## config.mk

```make
export PLATFORM = sky130hd
export DESIGN_NAME = pfc_pause_gen
export DESIGN_NICKNAME = d
export VERILOG_FILES = /design/src/rtl/pfcgen_pkg.sv /design/src/rtl/pfc_quanta_sel.sv /design/src/rtl/pfc_tx_arb.sv /design/src/rtl/pfc_frame_ser.sv /design/src/rtl/pfc_pause_gen.sv
export SDC_FILE = /design/constraint.sdc
export NUM_CORES = 1
export LEC_CHECK = 0
export BUFFER_PORTS_ARGS = -buffer_cell sky130_fd_sc_hd__buf_2
export CAP_MARGIN = 20
export CELL_PAD_IN_SITES_DETAIL_PLACEMENT = 1
export CELL_PAD_IN_SITES_GLOBAL_PLACEMENT = 2
export CORE_MARGIN = 1.5
export CORE_UTILIZATION = 34
export CTS_BUF_LIST = sky130_fd_sc_hd__clkbuf_4 sky130_fd_sc_hd__clkbuf_8
export DETAILED_ROUTE_END_ITERATION = 10
export MAX_ROUTING_LAYER = met4
export PLACE_DENSITY_LB_ADDON = 0.1
export RECOVER_POWER = 100
export SLEW_MARGIN = 15
export SYNTH_ARGS = -nofsm -noshare
export SYNTH_HDL_FRONTEND = slang
export SYNTH_SLANG_ARGS = --single-unit
export TNS_END_PERCENT = 100
```

## constraint.sdc

```tcl
create_clock -name clk -period 5.6 [get_ports clk]
set_clock_uncertainty 0.05 [all_clocks]
set_input_delay 0.28 -clock clk [delete_from_list [all_inputs] [get_ports clk]]
set_output_delay 0.28 -clock clk [all_outputs]
set_load 0.05 [all_outputs]
```

## src/rtl/pfcgen_pkg.sv

```systemverilog
package pfcgen_pkg;

    localparam int PRIO_N    = 8;
    localparam int QW        = 16;
    localparam int FIX_BYTES = 18;
    localparam int HDR_BYTES = FIX_BYTES + PRIO_N * QW / 8;
    localparam int MIN_BYTES = 60;
    localparam int FCS_BYTES = 4;
    localparam int FRAME_N   = MIN_BYTES + FCS_BYTES;
    localparam int IDX_W     = $clog2(FRAME_N);

    localparam logic [47:0] PAUSE_DA   = 48'h0180C2000001;
    localparam logic [15:0] CTRL_TYPE  = 16'h8808;
    localparam logic [15:0] PFC_OPCODE = 16'h0101;
    localparam logic [31:0] CRC_RPOLY  = 32'hEDB88320;

    typedef logic [PRIO_N-1:0][QW-1:0] quanta_t;

    typedef struct packed {
        logic [47:0] sa;
        logic [7:0]  pev;
        quanta_t     q;
    } pfc_fields_t;

    typedef enum logic [1:0] {
        QSRC_SHARED,
        QSRC_OWN,
        QSRC_ZERO
    } qsrc_e;

    function automatic logic [HDR_BYTES*8-1:0] pack_header(pfc_fields_t f);
        logic [HDR_BYTES*8-1:0] h;
        h = '0;
        h[HDR_BYTES*8-1 -: FIX_BYTES*8] = {PAUSE_DA, f.sa, CTRL_TYPE, PFC_OPCODE, 8'h00, f.pev};
        for (int p = 0; p < PRIO_N; p++) begin
            h[(PRIO_N-1-p)*QW +: QW] = f.q[p];
        end
        return h;
    endfunction

    function automatic logic [31:0] crc_step(logic [31:0] c_in, logic [7:0] b);
        logic [31:0] c;
        c = c_in ^ {24'h0, b};
        for (int k = 0; k < 8; k++) begin
            c = c[0] ? ((c >> 1) ^ CRC_RPOLY) : (c >> 1);
        end
        return c;
    endfunction

endpackage

```

## src/rtl/pfc_quanta_sel.sv

```systemverilog
module pfc_quanta_sel
    import pfcgen_pkg::*;
#(
    parameter int NPRIO = PRIO_N,
    parameter int QBITS = QW
) (
    input  logic [QBITS-1:0]       shared_q,
    input  logic [NPRIO*QBITS-1:0] own_q,
    input  logic [NPRIO-1:0]       zero_mask,
    input  logic                   own_mode,
    output logic [NPRIO-1:0][QBITS-1:0] q_out
);

    for (genvar p = 0; p < NPRIO; p++) begin : g_prio
        qsrc_e src;

        always_comb begin
            if (zero_mask[p])  src = QSRC_ZERO;
            else if (own_mode) src = QSRC_OWN;
            else               src = QSRC_SHARED;
        end

        always_comb begin
            case (src)
                QSRC_ZERO: q_out[p] = '0;
                QSRC_OWN:  q_out[p] = own_q[p*QBITS +: QBITS];
                default:   q_out[p] = shared_q;
            endcase
        end
    end

endmodule

```

## src/rtl/pfc_tx_arb.sv

```systemverilog
module pfc_tx_arb (
    input  logic clk,
    input  logic rst,
    input  logic tx_en,
    input  logic trig,
    input  logic nrm_valid,
    input  logic nrm_last,
    input  logic tx_ready,
    input  logic pause_busy,
    output logic grant,
    output logic nrm_ready
);

    logic pend;
    logic in_normal;
    logic nrm_take;

    assign grant     = pend && tx_en && !in_normal && !pause_busy;
    assign nrm_ready = tx_ready && !pause_busy && !grant;
    assign nrm_take  = nrm_valid && nrm_ready;

    always_ff @(posedge clk) begin
        if (rst) begin
            pend      <= 1'b0;
            in_normal <= 1'b0;
        end else begin
            pend <= (pend && !grant) || (trig && tx_en);
            if (nrm_take) in_normal <= !nrm_last;
        end
    end

    assert_trig_dropped_R8: assert property (@(posedge clk) disable iff (rst)
        (!tx_en && !pend) |=> !pend);

    assert_grant_starts_frame_R9: assert property (@(posedge clk) disable iff (rst)
        grant |=> pause_busy);

    assert_no_split_R9: assert property (@(posedge clk) disable iff (rst)
        (in_normal && !nrm_take) |=> !pause_busy || $past(pause_busy));

endmodule

```

## src/rtl/pfc_frame_ser.sv

```systemverilog
module pfc_frame_ser
    import pfcgen_pkg::*;
(
    input  logic        clk,
    input  logic        rst,
    input  logic        start,
    input  pfc_fields_t fields,
    input  logic        out_ready,
    output logic        busy,
    output logic [7:0]  out_data,
    output logic        out_last,
    output logic        done
);

    localparam logic [IDX_W-1:0] LAST_IDX = IDX_W'(FRAME_N - 1);

    logic [HDR_BYTES*8-1:0] hdr_q;
    logic [IDX_W-1:0]       idx;
    logic [31:0]            crc_q;
    logic [31:0]            fcs;
    logic                   take;
    int                     pos;

    assign take     = busy && out_ready;
    assign out_last = busy && (idx == LAST_IDX);
    assign done     = take && (idx == LAST_IDX);
    assign fcs      = ~crc_q;

    always_comb begin
        pos = int'(idx);
        if (pos < HDR_BYTES)      out_data = hdr_q[(HDR_BYTES-1-pos)*8 +: 8];
        else if (pos < MIN_BYTES) out_data = 8'h00;
        else                      out_data = fcs[(pos-MIN_BYTES)*8 +: 8];
    end

    always_ff @(posedge clk) begin
        if (rst) begin
            busy  <= 1'b0;
            idx   <= '0;
            crc_q <= '1;
            hdr_q <= '0;
        end else if (start) begin
            busy  <= 1'b1;
            idx   <= '0;
            crc_q <= '1;
            hdr_q <= pack_header(fields);
        end else if (take) begin
            if (pos < MIN_BYTES) crc_q <= crc_step(crc_q, out_data);
            if (done) begin
                busy <= 1'b0;
                idx  <= '0;
            end else begin
                idx <= idx + 1'b1;
            end
        end
    end

    assert_hold_on_stall_R12: assert property (@(posedge clk) disable iff (rst)
        (busy && !out_ready && !start) |=> busy && $stable(out_data));

    assert_start_idle_R10: assert property (@(posedge clk) disable iff (rst)
        start |-> !busy);

endmodule

```

## src/rtl/pfc_pause_gen.sv

```systemverilog
module pfc_pause_gen
    import pfcgen_pkg::*;
#(
    parameter int CNT_W = 16
) (
    input  logic               clk,
    input  logic               rst,
    input  logic               tx_en,
    input  logic               pause_trig,
    input  logic               per_prio_mode,
    input  logic [15:0]        pfc_cfg,
    input  logic [47:0]        src_addr,
    input  logic [127:0]       prio_quanta,
    input  logic               quant_wr,
    input  logic [15:0]        quant_wdata,
    input  logic               nrm_valid,
    input  logic [7:0]         nrm_data,
    input  logic               nrm_last,
    output logic               nrm_ready,
    output logic               tx_valid,
    output logic [7:0]         tx_data,
    output logic               tx_last,
    input  logic               tx_ready,
    output logic               pause_irq,
    input  logic               irq_clr,
    output logic [CNT_W-1:0]   pause_cnt
);

    localparam logic [QW-1:0] SHARED_RST = '1;

    logic [QW-1:0] shared_q;
    quanta_t       sel_q;
    pfc_fields_t   fields;
    logic          grant;
    logic          ser_busy;
    logic [7:0]    ser_data;
    logic          ser_last;
    logic          ser_done;

    always_ff @(posedge clk) begin
        if (rst)           shared_q <= SHARED_RST;
        else if (quant_wr) shared_q <= quant_wdata;
    end

    pfc_quanta_sel #(.NPRIO(PRIO_N), .QBITS(QW)) u_qsel (
        .shared_q  (shared_q),
        .own_q     (prio_quanta),
        .zero_mask (pfc_cfg[15:8]),
        .own_mode  (per_prio_mode),
        .q_out     (sel_q)
    );

    assign fields = '{sa: src_addr, pev: pfc_cfg[7:0], q: sel_q};

    pfc_tx_arb u_arb (
        .clk        (clk),
        .rst        (rst),
        .tx_en      (tx_en),
        .trig       (pause_trig),
        .nrm_valid  (nrm_valid),
        .nrm_last   (nrm_last),
        .tx_ready   (tx_ready),
        .pause_busy (ser_busy),
        .grant      (grant),
        .nrm_ready  (nrm_ready)
    );

    pfc_frame_ser u_ser (
        .clk       (clk),
        .rst       (rst),
        .start     (grant),
        .fields    (fields),
        .out_ready (tx_ready),
        .busy      (ser_busy),
        .out_data  (ser_data),
        .out_last  (ser_last),
        .done      (ser_done)
    );

    assign tx_valid = ser_busy || (!grant && nrm_valid);
    assign tx_data  = ser_busy ? ser_data : nrm_data;
    assign tx_last  = ser_busy ? ser_last : nrm_last;

    always_ff @(posedge clk) begin
        if (rst) begin
            pause_irq <= 1'b0;
            pause_cnt <= '0;
        end else begin
            if (ser_done)     pause_irq <= 1'b1;
            else if (irq_clr) pause_irq <= 1'b0;
            if (ser_done)     pause_cnt <= pause_cnt + 1'b1;
        end
    end

    assert_cnt_with_irq_R11: assert property (@(posedge clk) disable iff (rst)
        (pause_cnt != $past(pause_cnt)) |-> pause_irq);

    assert_irq_after_frame_R11: assert property (@(posedge clk) disable iff (rst)
        (tx_valid && tx_ready && tx_last && ser_busy) |=> pause_irq);

endmodule

```

# ---- Yosys cells after proc, flatten, opt, wreduce, memory -nomap -nowiden
# Index checks and enable logic that the tools add are counted.
dict set report word_totals {
  wordCells 103
  in_bits 226
  regBits 264
}
dict set report classes {
  n_reduce_logical 24
  add_sub_neg 4
  order_cmp 2
  eq_ne 17
  n_bitwise 10
  muxes 35
  shift 2
}
# cell count
set op_table {}
lappend op_table {{$shiftx A272 B10 Y8} 1}
lappend op_table {{$mux W32} 8}
lappend op_table {{$pmux W16 S2} 8}
lappend op_table {{$not A13 Y14} 8}
lappend op_table {{$not A32 Y32} 1}
lappend op_table {{$shiftx A32 B32 Y8} 1}
lappend op_table {{$xor A32 B8 Y32} 1}
lappend op_table {{$mux W8} 3}
lappend op_table {{$add A16 B1 Y16 const B} 1}
lappend op_table {{$eq A2 B1 Y1 const B} 8}
lappend op_table {{$eq A2 B2 Y1 const B} 8}
lappend op_table {{$mux W2} 8}
lappend op_table {{$logic_and A1 B1 Y1} 12}
lappend op_table {{$lt A6 B6 Y1 const B} 2}
lappend op_table {{$mux W1} 7}
lappend op_table {{$sub A6 B6 Y7 const A} 1}
lappend op_table {{$sub A6 B6 Y7 const B} 1}
lappend op_table {{$add A6 B1 Y6 const B} 1}
lappend op_table {{$eq A6 B6 Y1 const B} 1}
lappend op_table {{$mux W6} 1}
lappend op_table {{$reduce_bool A2 Y1} 3}
lappend op_table {{$logic_not A1 Y1} 4}
lappend op_table {{$reduce_and A2 Y1} 2}
lappend op_table {{$logic_or A1 B1 Y1} 2}
lappend op_table {{$reduce_or A2 Y1} 1}

# ---- Logic depth before layout (Yosys ltp)
dict set report logic_depth {
  ltp_word 21
  depth_mapped 17
  depth_no_buf 11
}

# ---- Hierarchy
# Synthesis repeated with hierarchy kept, for this count alone.
dict set report hier_totals {
  cells_unflattened 1528
  area_unflattened_um2 14182.4
}
# mod seq_area_each_um2 area_per_inst_um2 instances cells_each
set by_module_without_submodules {}
lappend by_module_without_submodules {pfc_frame_ser 4484.3 11033.1 1 1044}
lappend by_module_without_submodules {pfc_quanta_sel 0.0 1585.3 1 320}
lappend by_module_without_submodules {pfc_pause_gen 660.6 1467.7 1 153}
lappend by_module_without_submodules {pfc_tx_arb 40.0 96.3 1 11}

# ---- Least setup slack after synthesis
# No wires, ideal clock.
dict set report synth_timing {
  kind {reg-to-reg}
  startpoint {register u_ser.idx[1]}
  endpoint {register u_ser.crc_q[20]}
  path_stages_with_launch 18
  slack_ns 1.727
  setup_ns 0.117
  n_path_buf 7
  arrival_ns 3.706
  path_cell_list {dfxtp_1 -> buf_6 -> buf_12 -> buf_12 -> inv_1 -> ha_1 -> buf_2 -> clkbuf_1 -> clkbuf_1 -> mux4_2 -> a21oi_1 -> a211o_1 -> mux2i_1 -> o311ai_1 -> buf_4 -> xnor2_2 -> xnor3_1 -> o22a_1}
}
dict set report synth_via {
  elab_chain_len 18
  elab_cells_between_ends 24
  cone_classes {add/sub (2); order compare (2); shift (2); mux (10); bitwise (7); reduce/logical (1)}
}
# item line_no
set synth_rtl {}
lappend synth_rtl {{start: declaration} pfc_frame_ser.sv:18} ;# logic [IDX_W-1:0] idx;
lappend synth_rtl {{start signal: assignment} pfc_frame_ser.sv:53} ;# idx <= idx + 1'b1;
lappend synth_rtl {{parallel branches: the longest is 18 deep, another holds $sub A6 B6 Y7} n/a}
lappend synth_rtl {{end signal: assignment} pfc_frame_ser.sv:48} ;# if (pos < MIN_BYTES) crc_q <= crc_step(crc_q, out_data);
lappend synth_rtl {{end: declaration} pfc_frame_ser.sv:19} ;# logic [31:0] crc_q;
# Parallel ways; which one is timed is not known.
# A chain may end at the register's enable or synchronous reset.

# ---- Worst setup path in the final report
dict set report layout_timing {
  startpoint {register u_ser.idx[1]}
  endpoint {output port tx_data[2]}
}
dict set report layout_via {
  elab_chain_len 5
  elab_cells_between_ends 9
  cone_classes {add/sub (2); order compare (2); shift (2); mux (3)}
}
# item line_no
set layout_rtl {}
lappend layout_rtl {{parallel branches: the longest is 3 deep, another holds $sub A6 B6 Y7} n/a}
lappend layout_rtl {{$mux W8 (*)} pfc_frame_ser.sv:31} ;# if (pos < HDR_BYTES) out_data = hdr_q[(HDR_BYTES-1-pos)*8 +: 8];
lappend layout_rtl {{$mux W8 (*)} pfc_pause_gen.sv:81} ;# assign tx_data = ser_busy ? ser_data : nrm_data;
lappend layout_rtl {{end: declaration} pfc_pause_gen.sv:21} ;# output logic [7:0] tx_data,
# Every way passes the cells marked *.

==> impl_metrics.csv <==
group,metric,value,unit
outcome,status,"complete, but fails checks",
outcome,violations,"capacitance limit, slew limit",
worst_hold_path,hold_path.class,"in -> reg",
detailed_routing,wire_per_inst,21.9,µm
die,core,0.0395,mm²
synth,synth_compound_gate_area_share,19.5,%
die,die_x,203,µm
sta,min_period,4.84,ns
run,maxCapViolations,4,
layout,fin_nets,2144,
synth,synth_top_family_by_area,"compound AO/OA/AOI/OAI gates",
placed_design,gp_congestion,0.867,
synth,syn_area_per_cell,8.39,µm²
placed_design,hpwl,37.0,mm
worst_setup_path,path_max_fanout,18,
sta,relSlewSlack,-85.9,%
worst_hold_path,min-delay-start,"prio_quanta[16]",
clock_network,path_clk_slew,0.06,ns
detailed_routing,vias,13200,
global_route,overflow,0,
layout,layout_commonest_cell,"a21oi_1",
worst_setup_path,r2r-end,"u_ser.crc_q[17]$_SDFFE_PP1P_",
worst_setup_path,cp-end-kind,"primary output",
global_route,grt_usage,26.9,%
synth,synthAdderAreaFrac,0.553,%
synth,syn_nets,1849,
clock_network,cts_buffers,49,
die,rows,73,
worst_hold_path,whs_path_depth,5,
layout,syn_to_final_growth,27.3,%
power_and_ir_drop,p_total,0.00460,W
power_and_ir_drop,vdd_drop_max,0.164,mV
sta,fin_crit_sh,86.5,%
worst_setup_path,cpMostUsedCell,"clkbuf_1",
clock_network,cts_root_buf,"clkbuf_8",
die,pin_count,254,
clock_network,cts_sinks,259,
synth,seq_area_frac_synth,38.2,%
clock_network,cts_tree,"done",
layout,fillers,4746,
clock_network,insertion_delay,0.65,ns
layout,design_area,0.0173,mm²
sta,hold_violations,0,
global_route,grt_max_degree,144,
die,initial_utilization,34.3,%
die,die_area,0.0411,mm²
clock_network,cts_resized,0,
synth,ys.flop_type,"dfxtp_1",
sta,tns,0,ns
layout,mostFrequentLayoutCells,"a21oi_1 (346), dfxtp_1 (257), buf_2 (225)",
worst_setup_path,crit_path_start_kind,"flop",
worst_setup_path,reg2reg_slack,0.79,ns
detailed_routing,drt-initial-drc-count,761,
sta,tightest_slew,2.79,ns
sta,clock.fmax,207,MHz
synth,synthSimpleGateAreaFrac,19.1,%
worst_setup_path,timing.rr.start,"u_ser.idx[1]$_SDFFE_PP0P_",
synth,synth_seq_cells,259,
detailed_routing,dr.pass1.iters,5,
sta,drv_slew,289,
detailed_routing,wl,54.3,mm
power_and_ir_drop,p_leak,6.72,nW
clock_network,htreeDepth,2,
worst_setup_path,cp.arrival,4.51,ns
global_route,first_global_vias,13400,
worst_setup_path,slowest_delay,0.69,ns
global_route,grt_pass1_wl,82.0,mm
die,die_h,203,µm
worst_hold_path,min_to,"u_ser.hdr_q[96]$_SDFFE_PP0P_",
synth,syn_area,0.0136,mm²
clock_network,ctsLongestPathBuffers,3,
layout,drive_above_1_share,20.9,%
synth,synth_cells,1617,
worst_setup_path,reg2regPathDepth,12,
worst_setup_path,worst_ep_required_time,5.27,ns
synth,synth_mux_area_share,8.64,%
detailed_routing,post_drt_via_cell_ratio,5.33,
worst_setup_path,crit_chain,"inv_1 -> ha_1 -> clkbuf_1 -> nand2b_1 -> o22ai_1 -> a2111o_1 -> a21boi_1 -> o22a_1 -> mux2_2 -> clkbuf_1",
synth,synthArstFlopShare,0,%
detailed_routing,postRouteAntennaNets,0,
synth,synth-edff-count,0,
placed_design,numPortBuffers,253,
sta,setup_viol,0,
synth,yosysUniqueCellTypes,70,
placed_design,dpl_cell_area,0.0151,mm²
worst_setup_path,worst-setup-path-type,"reg -> out",
global_route,grt_antenna_before_repair,2,
sta,rsz0062_at_grt,"false",
power_and_ir_drop,p_per_area,266,mW/mm²
synth,synth_xor_area_share,8.80,%
detailed_routing,drc,0,
worst_setup_path,cp_slowest_cell,"ha_1",
synth,yosys_warnings,0,
[registers in the layout, indices dropped and copies added, names as in the netlist]
signal and count:
u_arb.pend 1, pause_cnt 16, u_ser.busy 1, shared_q 16, u_ser.crc_q 32, u_arb.in_normal 1
u_ser.idx 6, u_ser.hdr_q 185, pause_irq 1
[where the power goes]
group	total, W	internal, W	switching [W]
Clock	0.00206	0.00119	0.000865
Combinational	0.000620	0.000268	0.000352
Sequential	0.00193	0.00189	0.0000354
Total	0.00460	0.00335	0.00125
[how the worst max path moves through the flow]
stage,endpoint,from,slack [ns],cells past startpoint
floorplan,u_ser.crc_q[20]$_SDFFE_PP1P_,u_ser.idx[1]$_SDFFE_PP0P_,1.73,17
global placement,u_ser.crc_q[5]$_SDFFE_PP1P_,u_ser.idx[3]$_SDFFE_PP0P_,1.05,11
detailed placement,u_ser.crc_q[5]$_SDFFE_PP1P_,u_ser.idx[3]$_SDFFE_PP0P_,0.98,11
CTS,u_ser.crc_q[5]$_SDFFE_PP1P_,u_ser.idx[3]$_SDFFE_PP0P_,0.95,11
global route,u_ser.crc_q[18]$_SDFFE_PP1P_,u_ser.idx[1]$_SDFFE_PP0P_,0.45,12
finish,tx_data[2],u_ser.idx[1]$_SDFFE_PP0P_,0.76,10
[worst max-delay path, delay by kind of cell (launching register included)]
family | cells | cell delay, ns
AOI/OAI and AO/OA | 4 | 1.04
adders and majority gates | 1 | 0.69
buffers and inverters | 3 | 1.22
DFF | 1 | 0.46
muxes | 1 | 0.23
and+or+nand+nor | 1 | 0.22
[cells by family after synthesis]
group                      count (synthesis)
AOI/OAI and AO/OA                        459
DFF                                      259
xor gates and xnor gates                  82
muxes                                     67
adders and majority gates                  6
and+or+nand+nor                          582
buffers and inverters                    162
[routing by layer]
layer	vias to the layer above	part of all wire, %	wire length, µm	GRT usage (%)
met4	0	2.4	1280	7.70
li1	6298	-	-	-
met2	318	48	25900	43.6
met1	6490	45	24300	34.1
met5	-	0	0	-
met3	82	5.3	2870	5.30
[cells in the mapped netlist, types with 4 or more instances]
master / number / share of area, %
nor2b_1: 40 / 1.8
a211o_1: 20 / 1.3
inv_1: 6 / 0.17
and3_1: 10 / 0.46
a22oi_1: 6 / 0.33
a311oi_1: 5 / 0.32
buf_4: 7 / 0.39
buf_2: 7 / 0.26
nand3_1: 14 / 0.52
dfxtp_1: 259 / 38
nand2_1: 169 / 4.7
xnor2_1: 24 / 1.5
clkbuf_1: 119 / 3.3
buf_6: 5 / 0.41
xnor3_1: 18 / 3.0
nand4_1: 7 / 0.32
mux2i_1: 17 / 1.3
xnor2_2: 5 / 0.60
a31oi_1: 7 / 0.32
a21oi_1: 346 / 13
nor3b_1: 5 / 0.28
and2_1: 5 / 0.23
nand2b_1: 6 / 0.28
o22a_1: 4 / 0.26
mux2_2: 11 / 0.91
xnor2_4: 5 / 1.0
buf_1: 15 / 0.41
nor2_1: 185 / 5.1
xor3_1: 4 / 0.70
xor2_1: 22 / 1.4
o21ai_0: 11 / 0.41
ha_1: 6 / 0.55
nor3_1: 131 / 4.8
mux4_2: 39 / 6.5
o211ai_1: 19 / 1.1
o21ai_1: 6 / 0.22
[repair_timing]
action                                 in CTS  in global routing
buffers inserted                            0                  0
endpoints found under the hold margin     124                  0
hold buffers                              120                  0
[area by class of cell]
type / count / area [µm²] / share of cell area (%)
clock inverter: 3 / 50.0 / 0.290
sequential: 259 / 5190 / 30.0
multi-input combinational: 1196 / 7670 / 44.4
inverter: 7 / 26.3 / 0.152
timing repair buffer: 399 / 2650 / 15.3
antenna: 2 / 5.00 / 0.0290
tap: 525 / 657 / 3.80
clock buffer: 85 / 1030 / 5.94
[per-stage QoR]
stage | util, % | cells | setup slack (ns) | hold WS, ns
global placement | 38.1 | 2265 | 1.05 | 0.392
floorplan | - | 1617 | 1.73 | 0.340
finish | 43.7 | 2476 | 0.758 | 0.0308
global route | 43.7 | 2476 | 0.446 | 0.0320
CTS | 43.9 | 2473 | 0.951 | 0.00101
detailed placement | 38.1 | 2265 | 0.983 | 0.401
No activity file was read; power rests on OpenSTA's default activity.
